### config.mk
export PLATFORM = sky130hd
export DESIGN_NAME = sadc_ctrl
export DESIGN_NICKNAME = d
export VERILOG_FILES = /design/src/rtl/sadc_pkg.sv /design/src/rtl/sadc_sclk_gen.sv /design/src/rtl/sadc_seq.sv /design/src/rtl/sadc_fmt.sv /design/src/rtl/sadc_ctrl.sv
export SDC_FILE = /design/constraint.sdc
export NUM_CORES = 1
export LEC_CHECK = 0
export BUFFER_PORTS_ARGS = -buffer_cell sky130_fd_sc_hd__buf_2
export CORE_ASPECT_RATIO = 0.75
export CORE_UTILIZATION = 30
export DETAILED_ROUTE_END_ITERATION = 10
export SLEW_MARGIN = 20
export SYNTH_ARGS = -nofsm -noshare
export SYNTH_HDL_FRONTEND = slang
export SYNTH_SLANG_ARGS = --single-unit
export TNS_END_PERCENT = 10
### constraint.sdc
create_clock -name clk -period 4.6 [get_ports clk]
set_clock_uncertainty 0.15 [all_clocks]
set_input_delay 0.92 -clock clk [delete_from_list [all_inputs] [get_ports clk]]
set_output_delay 0.92 -clock clk [all_outputs]
set_load 0.01 [all_outputs]
### src/rtl/sadc_pkg.sv
`timescale 1ns/1ps
package sadc_pkg;
    localparam int CMD_W   = 8;
    localparam int FRAME_W = 16;
    localparam int CODE_W  = 12;
    localparam int CFG_W   = 5;
    localparam int CNT_W   = $clog2(FRAME_W);

    typedef enum logic [1:0] {
        ST_IDLE,
        ST_CMD,
        ST_WAIT,
        ST_READ
    } seq_st_e;

    // start bit, five configuration bits, two mode bits for host-clocked operation
    function automatic logic [CMD_W-1:0] make_cmd(input logic [CFG_W-1:0] cfg);
        return {1'b1, cfg, 2'b11};
    endfunction
endpackage

### src/rtl/sadc_sclk_gen.sv
`timescale 1ns/1ps
module sadc_sclk_gen #(
    parameter int SCLK_HALF = 4
) (
    input  logic clk,
    input  logic rst_n,
    input  logic en,
    output logic sclk,
    output logic rise,
    output logic fall
);
    localparam int CW = (SCLK_HALF > 1) ? $clog2(SCLK_HALF) : 1;

    typedef struct packed {
        logic [CW-1:0] cnt;
        logic          sclk;
    } gen_t;

    gen_t gen_d, gen_q;

    always_comb begin
        gen_d = gen_q;
        rise  = 1'b0;
        fall  = 1'b0;
        if (!en) begin
            gen_d.cnt  = '0;
            gen_d.sclk = 1'b0;
        end else if (gen_q.cnt == CW'(SCLK_HALF - 1)) begin
            gen_d.cnt  = '0;
            gen_d.sclk = ~gen_q.sclk;
            rise       = ~gen_q.sclk;
            fall       = gen_q.sclk;
        end else begin
            gen_d.cnt = gen_q.cnt + 1'b1;
        end
    end

    always_ff @(posedge clk or negedge rst_n) begin
        if (!rst_n) gen_q <= '0;
        else        gen_q <= gen_d;
    end

    assign sclk = gen_q.sclk;
endmodule

### src/rtl/sadc_seq.sv
`timescale 1ns/1ps
module sadc_seq
    import sadc_pkg::*;
#(
    parameter int TMO_W = 8
) (
    input  logic              clk,
    input  logic              rst_n,
    input  logic              start,
    input  logic [CFG_W-1:0]  cfg,
    input  logic              bipolar,
    input  logic [TMO_W-1:0]  tmo_limit,
    input  logic              strb,
    input  logic              dout,
    input  logic              rise,
    input  logic              fall,
    output logic              active,
    output logic              cs_n,
    output logic              din,
    output logic              done,
    output logic              timeout,
    output logic [CODE_W-1:0] code,
    output logic              code_bip
);
    typedef struct packed {
        seq_st_e             st;
        logic                cs_n;
        logic [CNT_W-1:0]    cnt;
        logic                last;
        logic [CMD_W-1:0]    cmd_sr;
        logic [FRAME_W-1:0]  rx_sr;
        logic [TMO_W-1:0]    tmo;
        logic                bip;
        logic                strb_q;
        logic                done;
        logic                tmo_p;
        logic [CODE_W-1:0]   code;
        logic                code_bip;
    } seq_t;

    localparam seq_t SEQ_RST = '{
        st: ST_IDLE, cs_n: 1'b1, cnt: '0, last: 1'b0, cmd_sr: '0,
        rx_sr: '0, tmo: '0, bip: 1'b0, strb_q: 1'b1, done: 1'b0,
        tmo_p: 1'b0, code: '0, code_bip: 1'b0
    };

    seq_t seq_d, seq_q;
    logic strb_fell;
    logic tmo_hit;

    assign strb_fell = seq_q.strb_q & ~strb;
    assign tmo_hit   = ({1'b0, seq_q.tmo} + 1'b1) >= {1'b0, tmo_limit};

    always_comb begin
        seq_d        = seq_q;
        seq_d.done   = 1'b0;
        seq_d.tmo_p  = 1'b0;
        seq_d.strb_q = strb;
        case (seq_q.st)
            ST_IDLE: begin
                seq_d.cs_n = 1'b1;
                if (start) begin
                    seq_d.st     = ST_CMD;
                    seq_d.cs_n   = 1'b0;
                    seq_d.cnt    = '0;
                    seq_d.cmd_sr = make_cmd(cfg);
                    seq_d.bip    = bipolar;
                end
            end
            ST_CMD: begin
                if (fall) begin
                    seq_d.cmd_sr = {seq_q.cmd_sr[CMD_W-2:0], 1'b0};
                    if (seq_q.cnt == CNT_W'(CMD_W - 1)) begin
                        seq_d.st  = ST_WAIT;
                        seq_d.tmo = '0;
                    end else begin
                        seq_d.cnt = seq_q.cnt + 1'b1;
                    end
                end
            end
            ST_WAIT: begin
                if (strb_fell) begin
                    seq_d.st   = ST_READ;
                    seq_d.cnt  = '0;
                    seq_d.last = 1'b0;
                end else if (fall) begin
                    if (tmo_hit) begin
                        seq_d.st    = ST_IDLE;
                        seq_d.cs_n  = 1'b1;
                        seq_d.tmo_p = 1'b1;
                    end else begin
                        seq_d.tmo = seq_q.tmo + 1'b1;
                    end
                end
            end
            ST_READ: begin
                if (rise && !seq_q.last) begin
                    seq_d.rx_sr = {seq_q.rx_sr[FRAME_W-2:0], dout};
                    if (seq_q.cnt == CNT_W'(FRAME_W - 1)) seq_d.last = 1'b1;
                    else                                  seq_d.cnt  = seq_q.cnt + 1'b1;
                end
                if (fall && seq_q.last) begin
                    seq_d.st       = ST_IDLE;
                    seq_d.cs_n     = 1'b1;
                    seq_d.done     = 1'b1;
                    seq_d.code     = seq_q.rx_sr[FRAME_W-1 -: CODE_W];
                    seq_d.code_bip = seq_q.bip;
                end
            end
            default: seq_d = SEQ_RST;
        endcase
    end

    always_ff @(posedge clk or negedge rst_n) begin
        if (!rst_n) seq_q <= SEQ_RST;
        else        seq_q <= seq_d;
    end

    assign active   = (seq_q.st != ST_IDLE);
    assign cs_n     = seq_q.cs_n;
    assign din      = seq_q.cmd_sr[CMD_W-1];
    assign done     = seq_q.done;
    assign timeout  = seq_q.tmo_p;
    assign code     = seq_q.code;
    assign code_bip = seq_q.code_bip;
endmodule

### src/rtl/sadc_fmt.sv
`timescale 1ns/1ps
module sadc_fmt #(
    parameter int CODE_W = 12,
    parameter int OUT_W  = 16
) (
    input  logic [CODE_W-1:0] code,
    input  logic              bip,
    output logic [OUT_W-1:0]  value
);
    generate
        if (OUT_W > CODE_W) begin : g_ext
            logic fill;
            assign fill  = bip & code[CODE_W-1];
            assign value = {{(OUT_W - CODE_W){fill}}, code};
        end else begin : g_trunc
            assign value = code[OUT_W-1:0];
        end
    endgenerate
endmodule

### src/rtl/sadc_ctrl.sv
`timescale 1ns/1ps
module sadc_ctrl
    import sadc_pkg::*;
#(
    parameter int SCLK_HALF = 4,
    parameter int TMO_W     = 8,
    parameter int OUT_W     = 16
) (
    input  logic              clk,
    input  logic              rst_n,
    input  logic              start,
    input  logic [4:0]        cfg,
    input  logic              bipolar,
    input  logic [TMO_W-1:0]  tmo_limit,
    input  logic              adc_strb,
    input  logic              adc_dout,
    output logic              adc_cs_n,
    output logic              adc_sclk,
    output logic              adc_din,
    output logic              busy,
    output logic              done,
    output logic              timeout,
    output logic [11:0]       code,
    output logic [OUT_W-1:0]  value
);
    logic sclk_rise, sclk_fall;
    logic seq_active;
    logic code_bip;

    sadc_sclk_gen #(.SCLK_HALF(SCLK_HALF)) u_sclk (
        .clk   (clk),
        .rst_n (rst_n),
        .en    (seq_active),
        .sclk  (adc_sclk),
        .rise  (sclk_rise),
        .fall  (sclk_fall)
    );

    sadc_seq #(.TMO_W(TMO_W)) u_seq (
        .clk       (clk),
        .rst_n     (rst_n),
        .start     (start),
        .cfg       (cfg),
        .bipolar   (bipolar),
        .tmo_limit (tmo_limit),
        .strb      (adc_strb),
        .dout      (adc_dout),
        .rise      (sclk_rise),
        .fall      (sclk_fall),
        .active    (seq_active),
        .cs_n      (adc_cs_n),
        .din       (adc_din),
        .done      (done),
        .timeout   (timeout),
        .code      (code),
        .code_bip  (code_bip)
    );

    sadc_fmt #(.CODE_W(CODE_W), .OUT_W(OUT_W)) u_fmt (
        .code  (code),
        .bip   (code_bip),
        .value (value)
    );

    assign busy = seq_active;
endmodule

==> summary.md, run 1 <==
| Metric | Value |
|---|---|
| RSZ-0062 raised after global routing | false |
| Most congested layer reported by global routing | met2 |
| Number of flops mapped to enable cells by yosys | 0 |
| Drt first-iter violations | 88 |
| GRT Overall Usage | 11.7% |
| Setup violations, final | 0 |
| Initial standard-cell utilization of the core | 31.7% |
| Die area | 0.0109 mm2 |
| Kind of end point of the critical path | flip-flop |
| Most instantiated flip-flop cell in the synthesis netlist | sky130_fd_sc_hd__dfrtp_1 |
| Hold Crit Class | flip-flop to flip-flop |
| Power density over the cells | 623 mW/mm2 |
| Warnings, synthesis | 0 |
| Library cell with the largest summed area after synthesis | sky130_fd_sc_hd__dfrtp_1 |
| Final critical-path share of the clock period | 79.2% |
| Element type at the critical path start | flip-flop |
| Slew at the pin closest to its max-slew limit | 0.967 ns |
| Number of gates resized after cts | 0 |
| Hold buffer count at CTS | 0 |
| Number of buffers created by CTS | 9 |
| Worst relative slew slack | 35.5% |
| Via count of the first global-routing pass | 2021 |
| Share of the synthesized area in the top cell type | 46.3% |
| Data arrival time of the worst path | 3.69 ns |
| Die height | 90.5 um |
| Register area | 0.00150 mm2 |
| CTS clk-pin slew, worst paths | 0.06 ns |
| Die width | 120 um |
| IR drop worst, VDD | 0.220 mV |
| Insertion delay to the later sink of the worst-skew pair | 0.32 ns |
| Max-slew violation count | 0 |
| Total area of multi-input combinational cells | 0.00133 mm2 |
| Weighted congestion reported at the end of routability-driven placement | 0.801 |
| Largest net degree at the start of global routing | 41 |
| Total core area | 0.00989 mm2 |
| # Max-Cap Violations | 0 |
| Run status | finished, final reports clean |
| Most common cell in the netlist | sky130_fd_sc_hd__dfrtp_1 |
| Peak Freq | 275 MHz |
| Setup_tns | 0 ns |
| Leading cell types by total area after synthesis | sky130_fd_sc_hd__dfrtp_1 46%, sky130_fd_sc_hd__mux2_2 11%, sky130_fd_sc_hd__buf_4 6.7% |
| CTS Buffer Depth | 2 |
| Required time reported for the critical path endpoint | 4.65 ns |
| Met2 Usage GRT | 17.6% |
| Standby leakage power | 1.81 nW |
| Number of port buffers | 52 |
| Area growth syn-to-layout | 15.3% |
| Global-route met3 utilization | 3.85% |
| Cell types with the highest counts after synthesis | 58 x sky130_fd_sc_hd__dfrtp_1, 33 x sky130_fd_sc_hd__nand2_1, 31 x sky130_fd_sc_hd__mux2_2 |
| Master cell of the clock root buffer | sky130_fd_sc_hd__clkbuf_16 |
| Num ports | 53 |
| Number of antenna diodes | 0 |
| Synthesized cell area | 0.00313 mm2 |
| Clock tree from TritonCTS | yes |
| Count of nets left with antenna violations after detail routing | 0 |
| Initial DRT Pass Iterations | 4 |
| Library cells used by synthesis | 48 |
| CTS sink count | 60 |
| Max Fanout on Critical Path | 11 |
| Synth async-reset ratio | 100% |
| Met1 Usage GRT | 15.6% |
| Fraction of final layout cells sized beyond drive strength 1 | 34.7% |
| Wire length of the first global-routing pass | 9.97 mm |
| Syn Inst Count | 290 |
| Cell Rows | 31 |
| Seq cells post-synth | 60 |
| Maximum level of the CTS H-tree | 3 |
| Remaining global-route overflow | 0 |
| Minimum clock period | 3.64 ns |
| Total wire length after detailed routing | 5.72 mm |
| Mean instance size in the synthesized netlist | 10.8 um2 |
| Post-synthesis sequential area ratio | 48.0% |
| Per-cell routed wire length | 12.6 um |
| Critical Setup Path Class | flip-flop to flip-flop |
| DRC violation count after routing | 0 |
| Number of placed cells counting well taps | 439 |
| Vias | 2096 |
| Number of nets produced by synthesis | 320 |
| Total Nets Final | 348 |
| Number of filler cells placed in the layout | 983 |
| Post-DP HPWL | 4.13 mm |
| Antenna violations before repair | 0 |
| Final instance count without filler cells | 455 |
| Vias per std cell | 4.61 |
| Number of setup buffers added after CTS | 0 |
| Final Hold Viols | 0 |
==> cell families after synthesis <==
family                   Yosys count  share of synthesized area (%)
AND/OR/NAND/NOR                   83                           13.1
flip-flops                        60                           48.0
buffers and inverters             49                           9.66
AO/OA/AOI/OAI                     43                           9.46
multiplexers                      37                           13.5
adder cells (fa/ha/maj)           11                           4.39
XOR/XNOR                           7                           1.96
==> sequential cells by signal (all words and copies together) (netlist names) <==
name / count
u_seq.cs_n: 1
u_sclk.sclk: 1
u_sclk.gen_q: 2
u_seq.timeout: 1
u_seq.seq_q: 40
u_seq.code: 12
u_seq.code_bip: 1
u_seq.done: 1
u_seq.din: 1
==> final cells by class <==
type	instances	area share, %
clock buffers	9	6.23
inverters	13	1.35
well taps	132	4.57
multi-input cells	181	36.7
clock inverters	7	2.08
repair buffers	53	7.41
flip-flops and latches	60	41.6
==> placed cells by master (no fill, tap or decap), types with 9 or more instances in the layout <==
cell,instances
sky130_fd_sc_hd__inv_1,13
sky130_fd_sc_hd__nand2_1,33
sky130_fd_sc_hd__ha_1,11
sky130_fd_sc_hd__a21oi_1,12
sky130_fd_sc_hd__dfrtp_1,58
sky130_fd_sc_hd__buf_2,52
sky130_fd_sc_hd__clkbuf_16,9
sky130_fd_sc_hd__nor2_1,13
sky130_fd_sc_hd__mux2_2,31
==> layer usage <==
metal  wire, um  vias to the layer above
li1           -                     1036
met1       2900                     1021
met2       2490                       34
met3        255                        5
met4         73                        0
met5          0                        -
==> worst max-delay path, stage by stage, from the launching register on <==
cell and delay, ns:
sky130_fd_sc_hd__dfrtp_1 0.44, sky130_fd_sc_hd__ha_1 0.26, sky130_fd_sc_hd__and3_2 0.25, sky130_fd_sc_hd__and3_4 0.19, sky130_fd_sc_hd__and2_1 0.16, sky130_fd_sc_hd__or2_2 0.27
sky130_fd_sc_hd__ha_1 0.29, sky130_fd_sc_hd__and3_1 0.18, sky130_fd_sc_hd__a221o_1 0.33, sky130_fd_sc_hd__a31oi_2 0.49, sky130_fd_sc_hd__nand3b_2 0.14, sky130_fd_sc_hd__a311o_1 0.37
==> power by group <==
part | leakage [nW] | switching (mW) | internal [mW]
Combinational | 0.938 | 0.431 | 0.366
Sequential | 0.733 | 0.131 | 0.660
Clock | 0.138 | 0.242 | 0.420
Total | 1.81 | 0.805 | 1.45
==> final timing paths <==
check	start	to	slack, ns	cells past startpoint
max reg2reg	u_seq.seq_q[17]$_DFFE_PN0P_	u_seq.seq_q[17]$_DFFE_PN0P_	0.96	11
min reg2reg	u_sclk.gen_q[1]$_DFF_PN0_	u_sclk.gen_q[1]$_DFF_PN0_	0.32	1
min in group asynchronous	rst_n	u_seq.seq_q[44]$_DFFE_PN0P_	0.41	1
min	u_sclk.gen_q[1]$_DFF_PN0_	u_sclk.gen_q[1]$_DFF_PN0_	0.32	1
max in group asynchronous	rst_n	u_seq.code[5]$_DFFE_PN0P_	3.01	2
max	u_seq.seq_q[17]$_DFFE_PN0P_	u_seq.seq_q[17]$_DFFE_PN0P_	0.96	11
==> stage by stage <==
| stage | power (mW) | setup WS, ns | cell area, um2 | utilization, % | hold WS [ns] |
|---|---|---|---|---|---|
| detailed placement | 1.60 | 0.997 | 3310 | 33.5 | 0.296 |
| global route | 2.44 | 0.763 | 3610 | 36.5 | 0.356 |
| floorplan | 1.45 | 1.37 | 3130 | - | 0.265 |
| global placement | 1.58 | 1.10 | 3310 | 33.5 | 0.279 |
| CTS | 2.27 | 0.977 | 3610 | 36.5 | 0.325 |
| finish | 2.25 | 0.957 | 3610 | 36.5 | 0.318 |
(Power assumes the default switching activity.)
==> run 2: changes to the inputs <==
==> constraint.sdc (replaced) <==
create_clock -name clk -period 3.1 [get_ports clk]
set_clock_uncertainty 0.15 [all_clocks]
set_input_delay 0.62 -clock clk [delete_from_list [all_inputs] [get_ports clk]]
set_output_delay 0.62 -clock clk [all_outputs]
set_load 0.01 [all_outputs]
==> summary.md, run 2 (same netlist as run 1, synthesis figures left out) <==
| Metric | Value |
|---|---|
| Crit path largest cell delay | 0.40 ns |
| # Max-Cap Violations | 0 |
| Vias per std cell | 4.50 |
| Via count of the first global-routing pass | 2084 |
| Initial DRT Pass Iterations | 4 |
| Critical Setup Path Class | flip-flop to flip-flop |
| Most frequent cells in the layout | 58 x sky130_fd_sc_hd__dfrtp_1, 52 x sky130_fd_sc_hd__buf_2, 32 x sky130_fd_sc_hd__nand2_1 |
| Vias | 2095 |
| Post-DP HPWL | 4.27 mm |
| Num ports | 53 |
| RSZ-0062 raised after global routing | true |
| Kind of end point of the critical path | flip-flop |
| Logic depth of the worst path, buffers included | 11 |
| Per-cell routed wire length | 12.8 um |
| Area growth syn-to-layout | 21.0% |
| Standby leakage power | 1.89 nW |
| Bufs and invs on worst path | 0 |
| IR drop worst, VDD | 0.352 mV |
| GRT Overall Usage | 11.7% |
| Insertion delay to the later sink of the worst-skew pair | 0.32 ns |
| Die width | 120 um |
| Weighted congestion reported at the end of routability-driven placement | 0.773 |
| Setup_tns | 0 ns |
| Clock tree from TritonCTS | yes |
| Cell Rows | 31 |
| Data arrival time of the worst path | 3.08 ns |
| Cells traversed along the worst timing path | ha_2 > and3_4 > and3_4 > and2_4 > or2_4 > ha_4 > and3_4 > a221o_1 > a31oi_4 > nand3b_4 > a311o_1 |
| Initial standard-cell utilization of the core | 31.7% |
| Die height | 90.5 um |
| Slew at the pin closest to its max-slew limit | 0.717 ns |
| CTS clk-pin slew, worst paths | 0.05 ns |
| Category of cells accounting for the largest share of critical-path delay | simple AND/OR/NAND/NOR gates |
| Number of filler cells placed in the layout | 986 |
| Largest register FFs | 40 |
| CTS Buffer Depth | 2 |
| Setup violations, final | 0 |
| Max Fanout on Critical Path | 4 |
| Element type at the critical path start | flip-flop |
| Number of buffers created by CTS | 9 |
| Minimum clock period | 3.03 ns |
| Total Nets Final | 359 |
| Run status | finished, final reports clean |
| Worst relative slew slack | 52.2% |
| DRC violation count after routing | 0 |
| Final Hold Viols | 0 |
| Die area | 0.0109 mm2 |
| Drt first-iter violations | 110 |
| Maximum level of the CTS H-tree | 3 |
| Count of nets left with antenna violations after detail routing | 0 |
| Worst path most repeated cell | sky130_fd_sc_hd__and3_4 |
| Wire length of the first global-routing pass | 10.1 mm |
| Total wire length after detailed routing | 5.99 mm |
| Largest net degree at the start of global routing | 32 |
| Power density over the cells | 963 mW/mm2 |
| Number of port buffers | 52 |
| Depth of the worst register-to-register path | 11 |
| Number of antenna diodes | 0 |
| Utilization of the core after routing | 38.3% |
| Slowest-stage cell, CP | sky130_fd_sc_hd__dfrtp_1 |
| Max-slew violation count | 0 |
| Fraction of final layout cells sized beyond drive strength 1 | 39.8% |
| Antenna violations before repair | 0 |
| Most frequent standard cell in the layout excluding fill and tap cells | sky130_fd_sc_hd__dfrtp_1 |
| Master cell of the clock root buffer | sky130_fd_sc_hd__clkbuf_16 |
| Remaining global-route overflow | 0 |
| Peak Freq | 330 MHz |
| Hold Crit Class | input port to async pin |
| Total core area | 0.00989 mm2 |
| Top register by number of flip-flops | u_seq.seq_q |
| Required time reported for the critical path endpoint | 3.15 ns |
| Final critical-path share of the clock period | 97.8% |
| CTS sink count | 60 |
[run 2: cell count changes in the layout (fill, tap and decap cells not counted), moves of 2 or more]
cell / before / now
sky130_fd_sc_hd__and3_1: 7 / 4
sky130_fd_sc_hd__and3_4: 1 / 4
sky130_fd_sc_hd__ha_1: 11 / 9
sky130_fd_sc_hd__buf_4: 1 / 9
sky130_fd_sc_hd__buf_6: 0 / 2
[run 2: final cells by class]
type                       instances  area, um2  share of cell area (%)
tap                              132        165                    4.36
clock inverter                     6       63.8                    1.68
multi-input combinational        181       1400                    36.9
clock buffer                      10        239                    6.31
sequential                        60       1500                    39.7
inverter                          13       48.8                    1.29
timing repair buffer              64        370                    9.77
[run 2: path summary, 6_finish.rpt]
path,from,to,slack (ns)
worst max-delay path,u_seq.seq_q[17]$_DFFE_PN0P_,u_seq.seq_q[17]$_DFFE_PN0P_,0.07
worst min-delay path,rst_n,u_seq.code[9]$_DFFE_PN0P_,0.20
worst max register to register,u_seq.seq_q[17]$_DFFE_PN0P_,u_seq.seq_q[17]$_DFFE_PN0P_,0.07
worst min register to register,u_sclk.gen_q[1]$_DFF_PN0_,u_sclk.gen_q[1]$_DFF_PN0_,0.29
max in group asynchronous,rst_n,u_seq.done$_DFF_PN0_,1.98
min in group clk,adc_strb,u_seq.seq_q[15]$_DFF_PN1_,0.27
[run 2: timing repair]
item | in CTS | in global routing
hold buffers | 0 | 0
buffers inserted | 0 | 2
gates resized for setup | 1 | 11
pin swaps | 0 | 4
endpoints found under the setup margin | 1 | 8
cloned | 0 | 0
[run 2: through the flow]
stage          instances  setup WS [ns]  total power [mW]  hold slack (ns)  cell area (um2)
2_1_floorplan        290         0.0419              2.18            0.174             3150
3_3_place_gp         448         0.0403              2.48            0.277             3410
3_5_place_dp         448        0.00771              2.52            0.281             3410
4_1_cts              464         0.0335              3.55            0.235             3720
5_1_grt              466        -0.0132              3.93            0.263             3790
6_report             466         0.0673              3.65            0.204             3790
[run 2: power breakdown]
part	switching, mW	leakage, nW	internal [mW]
Sequential	0.141	0.733	0.981
Clock	0.343	0.144	0.641
Combinational	0.793	1.01	0.752
Total	1.28	1.89	2.37
[run 2: per-layer routing]
metal  routed length (um)  vias up  global-route usage, %
li1                     -     1051                      -
met1                 2970     1004                   15.4
met2                 2730       36                   18.6
met3                  220        4                   2.90
met4                   60        0                   4.38
met5                    0        -                      0
